$ cat src/rtl/cb_pkg.sv
// Shared types for the critical core boost selector.
// Assumes nothing beyond the enumeration below.
package cb_pkg;

    // Sequencer states of the slice decision engine.
    typedef enum logic [1:0] {
        ST_IDLE   = 2'd0,
        ST_SCAN   = 2'd1,
        ST_DECIDE = 2'd2
    } cb_state_e;

endpackage

$ cat src/rtl/cb_scan.sv
// Sequential criticality scanner. On start it snapshots the criticality vector,
// then visits one core per step, tracking the maximum (lowest index on ties),
// the minimum over all cores, the minimum over all cores but the boosted one,
// and the boosted core's own value.
// Assumes: N >= 2, boost state (b_vld, b_idx) is stable while stepping.
module cb_scan #(
    parameter int N  = 4,
    parameter int CW = 16,
    localparam int IW = (N > 1) ? $clog2(N) : 1
) (
    input  logic            clk,
    input  logic            rst_n,
    input  logic            start,
    input  logic            step,
    input  logic [N*CW-1:0] crit_flat,
    input  logic            b_vld,
    input  logic [IW-1:0]   b_idx,
    output logic [CW-1:0]   max_val,
    output logic [IW-1:0]   max_idx,
    output logic [CW-1:0]   min_all,
    output logic [CW-1:0]   min_oth,
    output logic [CW-1:0]   b_crit,
    output logic            last
);

    logic [N*CW-1:0] snap;
    logic [IW-1:0]   idx;
    logic [CW-1:0]   cur;
    logic            is_boosted;

    // Value of the core visited in this step.
    assign cur        = snap[idx*CW +: CW];
    // Visiting the currently boosted core.
    assign is_boosted = b_vld && (b_idx == idx);
    // Final step of the walk.
    assign last       = (idx == IW'(N - 1));

    // Snapshot capture and running reductions.
    always_ff @(posedge clk) begin
        if (!rst_n) begin
            snap    <= '0;
            idx     <= '0;
            max_val <= '0;
            max_idx <= '0;
            min_all <= '1;
            min_oth <= '1;
            b_crit  <= '0;
        end else if (start) begin
            snap    <= crit_flat;
            idx     <= '0;
            max_val <= '0;
            max_idx <= '0;
            min_all <= '1;
            min_oth <= '1;
            b_crit  <= '0;
        end else if (step) begin
            if (idx == '0 || cur > max_val) begin
                max_val <= cur;
                max_idx <= idx;
            end
            if (cur < min_all) begin
                min_all <= cur;
            end
            if (!is_boosted && cur < min_oth) begin
                min_oth <= cur;
            end
            if (is_boosted) begin
                b_crit <= cur;
            end
            if (!last) begin
                idx <= idx + IW'(1);
            end
        end
    end

    // the walk never points past the last core.
    a_r7_idx_range: assert property (@(posedge clk) disable iff (!rst_n)
        step |-> (int'(idx) < N));

    // a new maximum always carries a value at least as large as the old one.
    a_r6_max_grows: assert property (@(posedge clk) disable iff (!rst_n)
        (step && idx != '0) |=> (max_val >= $past(max_val)));

endmodule

$ cat src/rtl/cb_ratio.sv
// Division-free ratio decision. Computes the next boost owner from the scan
// results using cross-multiplied alpha and beta tests with hysteresis.
// Assumes the scan results are settled when the caller samples the outputs.
module cb_ratio #(
    parameter int N  = 4,
    parameter int CW = 16,
    parameter int RW = 8,
    localparam int IW = (N > 1) ? $clog2(N) : 1,
    localparam int PW = CW + RW
) (
    input  logic [CW-1:0] max_val,
    input  logic [IW-1:0] max_idx,
    input  logic [CW-1:0] min_all,
    input  logic [CW-1:0] min_oth,
    input  logic [CW-1:0] b_crit,
    input  logic          b_vld,
    input  logic [IW-1:0] b_idx,
    input  logic [RW-1:0] alpha_num,
    input  logic [RW-1:0] alpha_den,
    input  logic [RW-1:0] beta_num,
    input  logic [RW-1:0] beta_den,
    output logic          nxt_vld,
    output logic [IW-1:0] nxt_idx
);

    logic [CW-1:0] min_sel;
    logic [PW-1:0] lhs_a, rhs_a, lhs_b, rhs_b;
    logic          pass_a, low_b;

    // Minimum used by the alpha test: all cores, or others when boosted.
    assign min_sel = b_vld ? min_oth : min_all;

    // Cross-multiplied products for both ratio tests.
    always_comb begin
        lhs_a = PW'(max_val) * PW'(alpha_den);
        rhs_a = PW'(min_sel) * PW'(alpha_num);
        lhs_b = PW'(b_crit)  * PW'(beta_den);
        rhs_b = PW'(max_val) * PW'(beta_num);
    end

    assign pass_a = lhs_a > rhs_a;
    assign low_b  = lhs_b < rhs_b;

    // Start/move, drop, or keep.
    always_comb begin
        nxt_vld = b_vld;
        nxt_idx = b_idx;
        if (pass_a) begin
            nxt_vld = 1'b1;
            nxt_idx = max_idx;
        end else if (b_vld && low_b) begin
            nxt_vld = 1'b0;
        end
    end

    // a granted boost always names an existing core.
    always_comb begin
        if (nxt_vld) begin
            a_r1_pick_range: assert (int'(nxt_idx) < N);
        end
    end

endmodule

$ cat src/rtl/cb_solo.sv
// Single-active-thread detector: flags when exactly one core is active and
// reports its index.
// Assumes core_active is synchronous to the consuming clock.
module cb_solo #(
    parameter int N = 4,
    localparam int IW = (N > 1) ? $clog2(N) : 1,
    localparam int CNTW = $clog2(N + 1)
) (
    input  logic [N-1:0]  core_active,
    output logic          solo,
    output logic [IW-1:0] solo_idx
);

    logic [CNTW-1:0] act_cnt;

    // Count active cores and remember the highest active index.
    always_comb begin
        act_cnt  = '0;
        solo_idx = '0;
        for (int i = 0; i < N; i++) begin
            if (core_active[i]) begin
                act_cnt  = act_cnt + CNTW'(1);
                solo_idx = IW'(i);
            end
        end
    end

    assign solo = (act_cnt == CNTW'(1));

    // a reported lone core is indeed active.
    always_comb begin
        if (solo) begin
            a_r9_solo_active: assert (core_active[solo_idx]);
        end
    end

endmodule

$ cat src/rtl/crit_boost_sel.sv
// Critical core boost selector top. Holds the boosted core (index + valid),
// runs a scan-then-decide sequence after each slice-end strobe, and applies
// the scheduled-out drop and single-active grant overrides while idle.
// Assumes: N_CORES >= 2; slice_end strobes are at least N_CORES+2 cycles apart
// (strobes arriving mid-decision are ignored).
module crit_boost_sel #(
    parameter int N_CORES = 4,
    parameter int CRIT_W  = 16,
    parameter int RATIO_W = 8
) (
    input  logic                      clk,
    input  logic                      rst_n,
    input  logic                      slice_end,
    input  logic [N_CORES*CRIT_W-1:0] crit_flat,
    input  logic [N_CORES-1:0]        sched_out,
    input  logic [N_CORES-1:0]        core_active,
    input  logic [RATIO_W-1:0]        alpha_num,
    input  logic [RATIO_W-1:0]        alpha_den,
    input  logic [RATIO_W-1:0]        beta_num,
    input  logic [RATIO_W-1:0]        beta_den,
    output logic [N_CORES-1:0]        boost_en,
    output logic                      decide_done
);
    import cb_pkg::*;

    localparam int IW = (N_CORES > 1) ? $clog2(N_CORES) : 1;

    cb_state_e     state;
    logic          b_vld;
    logic [IW-1:0] b_idx;
    logic          start, step, last;
    logic [CRIT_W-1:0] max_val, min_all, min_oth, b_crit;
    logic [IW-1:0] max_idx;
    logic          nxt_vld;
    logic [IW-1:0] nxt_idx;
    logic          solo;
    logic [IW-1:0] solo_idx;
    logic          idle, grant_solo, drop_sched;

    assign idle  = (state == ST_IDLE);
    assign start = idle && slice_end;
    assign step  = (state == ST_SCAN);

    // Override conditions evaluated while idle.
    assign grant_solo = solo && !sched_out[solo_idx] && !(b_vld && b_idx == solo_idx);
    assign drop_sched = b_vld && sched_out[b_idx];

    cb_scan #(.N(N_CORES), .CW(CRIT_W)) u_scan (
        .clk       (clk),
        .rst_n     (rst_n),
        .start     (start),
        .step      (step),
        .crit_flat (crit_flat),
        .b_vld     (b_vld),
        .b_idx     (b_idx),
        .max_val   (max_val),
        .max_idx   (max_idx),
        .min_all   (min_all),
        .min_oth   (min_oth),
        .b_crit    (b_crit),
        .last      (last)
    );

    cb_ratio #(.N(N_CORES), .CW(CRIT_W), .RW(RATIO_W)) u_ratio (
        .max_val   (max_val),
        .max_idx   (max_idx),
        .min_all   (min_all),
        .min_oth   (min_oth),
        .b_crit    (b_crit),
        .b_vld     (b_vld),
        .b_idx     (b_idx),
        .alpha_num (alpha_num),
        .alpha_den (alpha_den),
        .beta_num  (beta_num),
        .beta_den  (beta_den),
        .nxt_vld   (nxt_vld),
        .nxt_idx   (nxt_idx)
    );

    cb_solo #(.N(N_CORES)) u_solo (
        .core_active (core_active),
        .solo        (solo),
        .solo_idx    (solo_idx)
    );

    // Sequencer, boost owner register and done pulse.
    always_ff @(posedge clk) begin
        if (!rst_n) begin
            state       <= ST_IDLE;
            b_vld       <= 1'b0;
            b_idx       <= '0;
            decide_done <= 1'b0;
        end else begin
            decide_done <= 1'b0;
            case (state)
                ST_IDLE: begin
                    if (slice_end) begin
                        state <= ST_SCAN;
                    end
                    if (grant_solo) begin
                        b_vld <= 1'b1;
                        b_idx <= solo_idx;
                    end else if (drop_sched) begin
                        b_vld <= 1'b0;
                    end
                end
                ST_SCAN: begin
                    if (last) begin
                        state <= ST_DECIDE;
                    end
                end
                ST_DECIDE: begin
                    b_vld       <= nxt_vld;
                    b_idx       <= nxt_idx;
                    decide_done <= 1'b1;
                    state       <= ST_IDLE;
                end
                default: state <= ST_IDLE;
            endcase
        end
    end

    // Decode the owner into per-core enables.
    generate
        for (genvar g = 0; g < N_CORES; g++) begin : g_en
            assign boost_en[g] = b_vld && (b_idx == IW'(g));
        end
    endgenerate

    // never more than one boosted core.
    a_r1_onehot: assert property (@(posedge clk) disable iff (!rst_n)
        $onehot0(boost_en));

    // boost vector frozen during the scan.
    a_r7_scan_stable: assert property (@(posedge clk) disable iff (!rst_n)
        (state == ST_SCAN) |=> $stable(boost_en));

    // decide step is followed by a done pulse.
    a_r7_done_follows: assert property (@(posedge clk) disable iff (!rst_n)
        (state == ST_DECIDE) |=> decide_done);

    // done lasts one cycle.
    a_r7_done_pulse: assert property (@(posedge clk) disable iff (!rst_n)
        decide_done |=> !decide_done);

    // a scheduled-out boosted core loses its boost next edge.
    a_r8_sched_drop: assert property (@(posedge clk) disable iff (!rst_n)
        (idle && b_vld && sched_out[b_idx]) |=> !boost_en[$past(b_idx)]);

    // a lone active core gains the boost next edge.
    a_r9_solo_grant: assert property (@(posedge clk) disable iff (!rst_n)
        (idle && solo && !sched_out[solo_idx]) |=> boost_en[$past(solo_idx)]);

endmodule

$ cat config.mk
export PLATFORM = sky130hd
export DESIGN_NAME = crit_boost_sel
export DESIGN_NICKNAME = d
export VERILOG_FILES = /design/src/rtl/cb_pkg.sv /design/src/rtl/cb_scan.sv /design/src/rtl/cb_ratio.sv /design/src/rtl/cb_solo.sv /design/src/rtl/crit_boost_sel.sv
export SDC_FILE = /design/constraint.sdc
export NUM_CORES = 1
export LEC_CHECK = 0
export ABC_AREA = 1
export CAP_MARGIN = 25
export CORE_MARGIN = 1.5
export CORE_UTILIZATION = 59
export CTS_CLUSTER_DIAMETER = 40
export DETAILED_ROUTE_END_ITERATION = 16
export GPL_TIMING_DRIVEN = 0
export HOLD_SLACK_MARGIN = 0.02
export PLACE_DENSITY = 0.74
export RECOVER_POWER = 100
export SYNTH_ARGS = -nofsm -noshare
export SYNTH_HDL_FRONTEND = slang
export SYNTH_SLANG_ARGS = --single-unit
$ cat constraint.sdc
create_clock -name clk -period 15.5 [get_ports clk]
set_input_delay 2.325 -clock clk [delete_from_list [all_inputs] [get_ports clk]]
set_output_delay 2.325 -clock clk [all_outputs]
set_load 0.005 [all_outputs]
# --- After elaboration in Yosys (flattened, before gate mapping) ---
# Index checks and enable logic that the tools add are counted.
word_totals:
  reg_bits: 138
  latchBits: 0
  mem_bits_rw: 0
  romBits: 0
  inputBits: 107
  mem_count: 0
classes:
  add_sub_neg: 4
  multipliers: 4
  n_div: 0
  magnitude_cmp: 7
  n_eq_ne: 15
  shift: 1
  n_mux: 24
  bitwise: 2
  reduce_logical: 29
op_table:
  columns: ["operator", "count"]
  rows:
  - ["16-bit by 8-bit multiplier with 24-bit output", 4]
  - ["64-bit by 7-bit variable part select with 16-bit output", 1]
  - ["16-bit less-than comparator", 2]
  - ["24-bit > comparator", 1]
  - ["24-bit less-than comparator", 1]
  - ["16-bit > comparator", 1]
  - ["16-bit 2-to-1 mux", 1]
  - ["1-bit logical AND", 12]
  - ["2-bit 2-to-1 mux", 6]
  - ["2-bit AND reduction", 6]
  - ["1-bit 2-to-1 mux", 9]
  - ["3-bit 2-to-1 mux", 3]
  - ["2-bit equality test (second input constant)", 4]
  - ["2-bit case mux with 2 select lines", 2]
  - ["3-bit by 1-bit adder with 3-bit output (second input constant)", 2]
  - ["2-bit zero test", 3]
  - ["2-bit by 3-bit less-than comparator with 1-bit output (second input constant)", 2]
  - ["2-bit by 1-bit != test with 1-bit output (second input constant)", 3]
  - ["3-bit by 1-bit != test with 1-bit output (second input constant)", 2]
  - ["3-bit AND reduction", 2]
  - ["1-bit binary-select mux with 2-bit select", 2]
  - ["2-bit by 1-bit equality test with 1-bit output (second input constant)", 2]
  - ["2-bit equality test", 2]
  - ["3-bit by 1-bit equality test with 1-bit output (second input constant)", 1]
  - ["other kinds (9)", 12]

# --- Longest topological paths before layout ---
logic_depth:
  depth_word: 12
  depth_mapped: 35
  mapped_depth_nobuf: 34

# --- Modules after synthesis ---
# A second synthesis with hierarchy kept.
unflattened:
  hier_cells: 3631
  hier_area_um2: 25423.1
modules_own_cells:
  columns: ["module", "n_inst", "cells_per_inst", "area_each_um2"]
  rows:
  - ["cb_ratio", 1, 2646, 18376.4]
  - ["cb_scan", 1, 890, 6463.7]
  - ["crit_boost_sel", 1, 72, 449.2]
  - ["cb_solo", 1, 23, 133.9]

# --- Worst setup path before layout ---
# OpenSTA, ideal clock, no wires.
synth_path:
  kind: "input-to-reg"
  startpoint: "in alpha_den[2]"
  endpoint: "reg b_idx[0]"
  t_arrival_ns: 7.250
  required_time_ns: 15.388
  setup_slack_ns: 8.138
  stages: 26
  path_cell_list: "clkbuf_1 clkbuf_1 nand2_1 fa_1 inv_1 fa_1 fa_1 inv_1 fa_1 inv_1 ha_1 a21oi_1 o21ai_0 a221oi_1 nand3_1 xor2_1 inv_1 ha_1 nand4_1 nor2_1 nand3_1 or2_2 nand3_1 a21boi_1 nor2_1 nor2_1"
synth_via:
  elab_chain_len: 4
synth_lines:
  columns: ["item", "line", "source"]
  rows:
  - ["from (decl)", "crit_boost_sel.sv:18", "input logic [RATIO_W-1:0] alpha_den,"]
  - ["16-bit by 8-bit multiplier with 24-bit output", "cb_ratio.sv:35", "lhs_a = PW'(max_val) * PW'(alpha_den);"]
  - ["24-bit > comparator", "cb_ratio.sv:41", "assign pass_a = lhs_a > rhs_a;"]
  - ["2-bit by 1-bit != test with 1-bit output (no line)", null, null]
  - ["3-bit AND reduction (no line)", null, null]
  - ["to (signal assigned)", "crit_boost_sel.sv:102", "b_idx <= solo_idx;"]
  - ["to (signal assigned)", "crit_boost_sel.sv:114", "b_idx <= nxt_idx;"]
  - ["to (decl)", "crit_boost_sel.sv:30", "logic [IW-1:0] b_idx;"]
# Every way passes these cells.
# A chain may end at the register's enable or synchronous reset.

# --- Worst setup path after layout ---
layout_path:
  startpoint: "in alpha_num[2]"
  endpoint: "reg b_idx[0]"
layout_via:
  elab_chain_len: 4
layout_lines:
  columns: ["item", "line", "source"]
  rows:
  - ["from (decl)", "crit_boost_sel.sv:17", "input logic [RATIO_W-1:0] alpha_num,"]
  - ["16-bit by 8-bit multiplier with 24-bit output", "cb_ratio.sv:36", "rhs_a = PW'(min_sel) * PW'(alpha_num);"]
  - ["24-bit > comparator", "cb_ratio.sv:41", null]
  - ["2-bit by 1-bit != test with 1-bit output (no line)", null, null]
  - ["3-bit AND reduction (no line)", null, null]
# Every way passes these cells.

==> impl_metrics.csv <==
group,metric,value,unit
run_status,outcome,"finished with violations",
run_status,violations,"DRC, capacitance limit",
clocking,ctsHoldBuffers,0,
timing,finalSetupViolCount,0,
grt,grt_remaining_overflow,0,
placement,pre_cts_ws,6.66,ns
worst_setup_path,cp-start-kind,"input pin",
grt,busiest_layer,"met2",
clocking,cts_setup_buffers,0,
timing,hold_viol_final,0,
power,comb_power_share,72.6,%
clocking,cts_tree,"built",
clocking,cts_root_buf,"clkbuf_16",
grt,use_met3,4.24,%
logic_synthesis,synth_cell_types,44,
logic_synthesis,synth_edf_count,0,
power,internal_power,1.39,mW
detailed_routing,wl,69.3,mm
timing,tns,0,ns
clocking,clk_pin_slew_worst_paths,0.06,ns
hold_path,holdPathStages,2,
grt,gr-usage-met2,55.6,%
grt,grt_max_degree,17,
cells_and_area,drive_above_1_share,1.59,%
clocking,clockBufferDepth,2,
timing,slew_headroom,1.10,%
power,power.leakage,15.8,nW
hold_path,hp-class,"reg2reg",
placement,port_buffers,87,
clocking,htreeDepth,4,
floorplan,fp.dieH,207,µm
timing,finClkSkew,0.00804,ns
power,ir_worst_vdd,0.000150,V
placement,placed_cells,4077,
logic_synthesis,netlist_area,24600,µm²
placement,gp_congestion,0.943,
detailed_routing,vias,22533,
floorplan,io_pins,112,
timing,fin_ws,6.82,ns
power,total_power,2.86,mW
floorplan,std_cell_rows,74,
floorplan,die_w,207,µm
timing,slew_viol_final,0,
worst_setup_path,endpoint_kind,"flip-flop",
worst_setup_path,crit_path_frequent_cell,"inv_1",
timing,tightest_slew,1.47,ns
logic_synthesis,yosysSeqAreaShare,11.2,%
worst_setup_path,cp.arrival,9.04,ns
detailed_routing,vias_per_cell,5.48,
detailed_routing,dr.pass1.iters,12,
detailed_routing,postRouteAntennaNets,0,
worst_setup_path,worst_path_max_delay_cell,"dlygate4sd3_1",
worst_setup_path,critPathMaxStageDelay,0.64,ns
grt,globalRouteMet1Util,43.3,%
worst_setup_path,worstPathMaxFanout,10,
flow_run,maxCapViolations,1,
timing,period_share,56.0,%
detailed_routing,wire_per_inst,16.8,µm
timing,period_minus_slack,8.68,ns
clocking,numClockSinks,138,
clocking,insertion_delay,0.43,ns
worst_setup_path,criticalPathCategory,"in2reg",
clocking,post_cts_resized,0,
detailed_routing,drc,4,
worst_setup_path,critical-path-top-delay-family,"adder cells",
logic_synthesis,synth_ff_type,"dfxtp_1",
worst_setup_path,ff2ff_path_depth,30,
grt,grt_pass1_wl,114,mm
logic_synthesis,avgSynthCellArea,7.13,µm²
floorplan,die-area,43000,µm²
worst_setup_path,required,15.86,ns
floorplan,core_region_area,41000,µm²
logic_synthesis,ys_warn_count,0,
cells_and_area,fin_nets,4281,
clocking,cts_buffers,17,
cells_and_area,post-route-cell-area,26800,µm²
logic_synthesis,synth_area_leader_cell,"fa_1",
power,seq_power_share,13.7,%
logic_synthesis,ys_seq_elements,138,
logic_synthesis,syn_inst,3454,
power,switching_share,51.5,%
cells_and_area,finalNonFillerCells,4115,
logic_synthesis,synth_area_leaders,"fa_1 27%, ha_1 14%, inv_1 12%, dfxtp_1 11%, nand2_1 11%",
grt,antenna_found_initial,5,
logic_synthesis,synthArstFlopShare,0,%
cells_and_area,area_growth,8.59,%
worst_setup_path,cp_num_buf_inv,7,
grt,grt_pass1_vias,22754,
power,p_sw,1.47,mW
power,p_per_area,107,nW/µm²
logic_synthesis,synth_top_area_share,27.3,%
cells_and_area,fillers,3720,
timing,rsz0062_at_grt,"no",
detailed_routing,drtIter0Drc,1911,
worst_setup_path,path_depth,27,
grt,track_usage,32.9,%
placement,dpl-instance-area,26200,µm²
floorplan,initial_core_util,60.1,%
placement,hpwl,57.3,mm
logic_synthesis,syn_nets,4171,
power,clkPwrFrac,13.7,%
timing,fmax,115,MHz
## synth_stat cells, types with 5 or more instances
cell type  instances
inv_1            766
ha_1             274
nor2_1           341
fa_1             336
dfxtp_1          138
nor4_1             5
a21oi_1          144
or2_2              8
nand2_1          721
inv_2              6
nand4_1           39
a211oi_1           8
nand3_1          143
o211ai_1          10
xor2_1            50
o22ai_1           16
clkbuf_1         150
o21ai_0          146
o21a_1             5
xnor2_1           32
o21ai_1           19
nor3_1            20
o21bai_1          17
a221oi_1           5
and3_1             6
a21o_1            13
a31oi_1           11
## routing by layer
layer	routed length [µm]	up-vias
met2	32600	921
met3	5270	157
met5	0	-
met4	2450	0
met1	29000	10717
li1	-	10738
## flip-flops by register name, summed over array words and instances, names as in the netlist
signal	cells
u_scan.snap	64
u_scan.b_crit	16
u_scan.max_val	16
u_scan.min_all	16
u_scan.min_oth	16
b_idx	2
state	2
u_scan.idx	2
u_scan.max_idx	2
b_vld	1
decide_done	1
## worst paths after layout
path | start | end | slack, ns
setup / recovery | alpha_num[2] | b_idx[0]$_SDFFE_PN0P_ | 6.82
setup reg to reg | b_vld$_SDFFE_PN0P_ | b_idx[0]$_SDFFE_PN0P_ | 8.24
hold / removal | u_scan.min_oth[15]$_SDFFE_PP1P_ | u_scan.min_oth[15]$_SDFFE_PP1P_ | 0.46
hold reg to reg | u_scan.min_oth[15]$_SDFFE_PP1P_ | u_scan.min_oth[15]$_SDFFE_PP1P_ | 0.46
## stage by stage
stage                     util, %  hold WS [ns]
after global placement       63.8         0.442
after global routing         65.2         0.475
final                        65.2         0.461
after detailed placement     63.9         0.443
after floorplan                 -         0.429
after CTS                    65.3         0.459
## final cells by class
cell class	count	area [µm²]	area share, %
clock inverters	14	141	0.528
plain buffers	160	614	2.30
clock buffers	18	429	1.60
diodes	6	15.0	0.0561
flip-flops and latches	138	2760	10.3
repair buffers	91	898	3.36
inverters	772	2900	10.8
well taps	532	666	2.49
multi-input cells	2384	18300	68.5
## worst min-delay path, stage by stage, from the launching register on
cell	delay, ns
dfxtp_1	0.33
nand2_1	0.05
nand3_1	0.05
## cells by family (layout without fill, tap and decap cells)
| logic type | after synthesis | in the layout | share of synthesized area, % |
|---|---|---|---|
| and+or+nand+nor | 1289 | 1289 | 21.3 |
| buffers and inverters | 932 | 1055 | 14.3 |
| DFF | 138 | 138 | 11.2 |
| adders and majority gates | 610 | 610 | 41.2 |
| other | 0 | 6 | 0 |
| muxes | 3 | 3 | 0.132 |
| AOI/OAI and AO/OA | 400 | 400 | 8.95 |
| xor gates and xnor gates | 82 | 82 | 2.91 |
## power by group through the flow
stage / sequential [mW] / clock, mW / combinational [mW]
floorplan: 0.395 / 0 / 1.55
global placement: 0.400 / 0 / 2.01
detailed placement: 0.400 / 0 / 2.06
CTS: 0.392 / 0.393 / 2.08
global route: 0.395 / 0.413 / 2.38
finish: 0.393 / 0.391 / 2.08
## layout by cell type, fill, tap and decap left out, drive strengths merged, types with 13 or more instances in the layout
cell type	instances
a21o	13
clkbuf	174
dfxtp	138
xnor2	32
o21ai	165
nand4	39
o22ai	16
fa	336
clkdlybuf4s50	79
nand2	723
nand3	144
nor2	342
ha	274
o21bai	17
a21oi	144
nor3	21
xor2	50
inv	777
No activity file was read; power rests on OpenSTA's default activity.
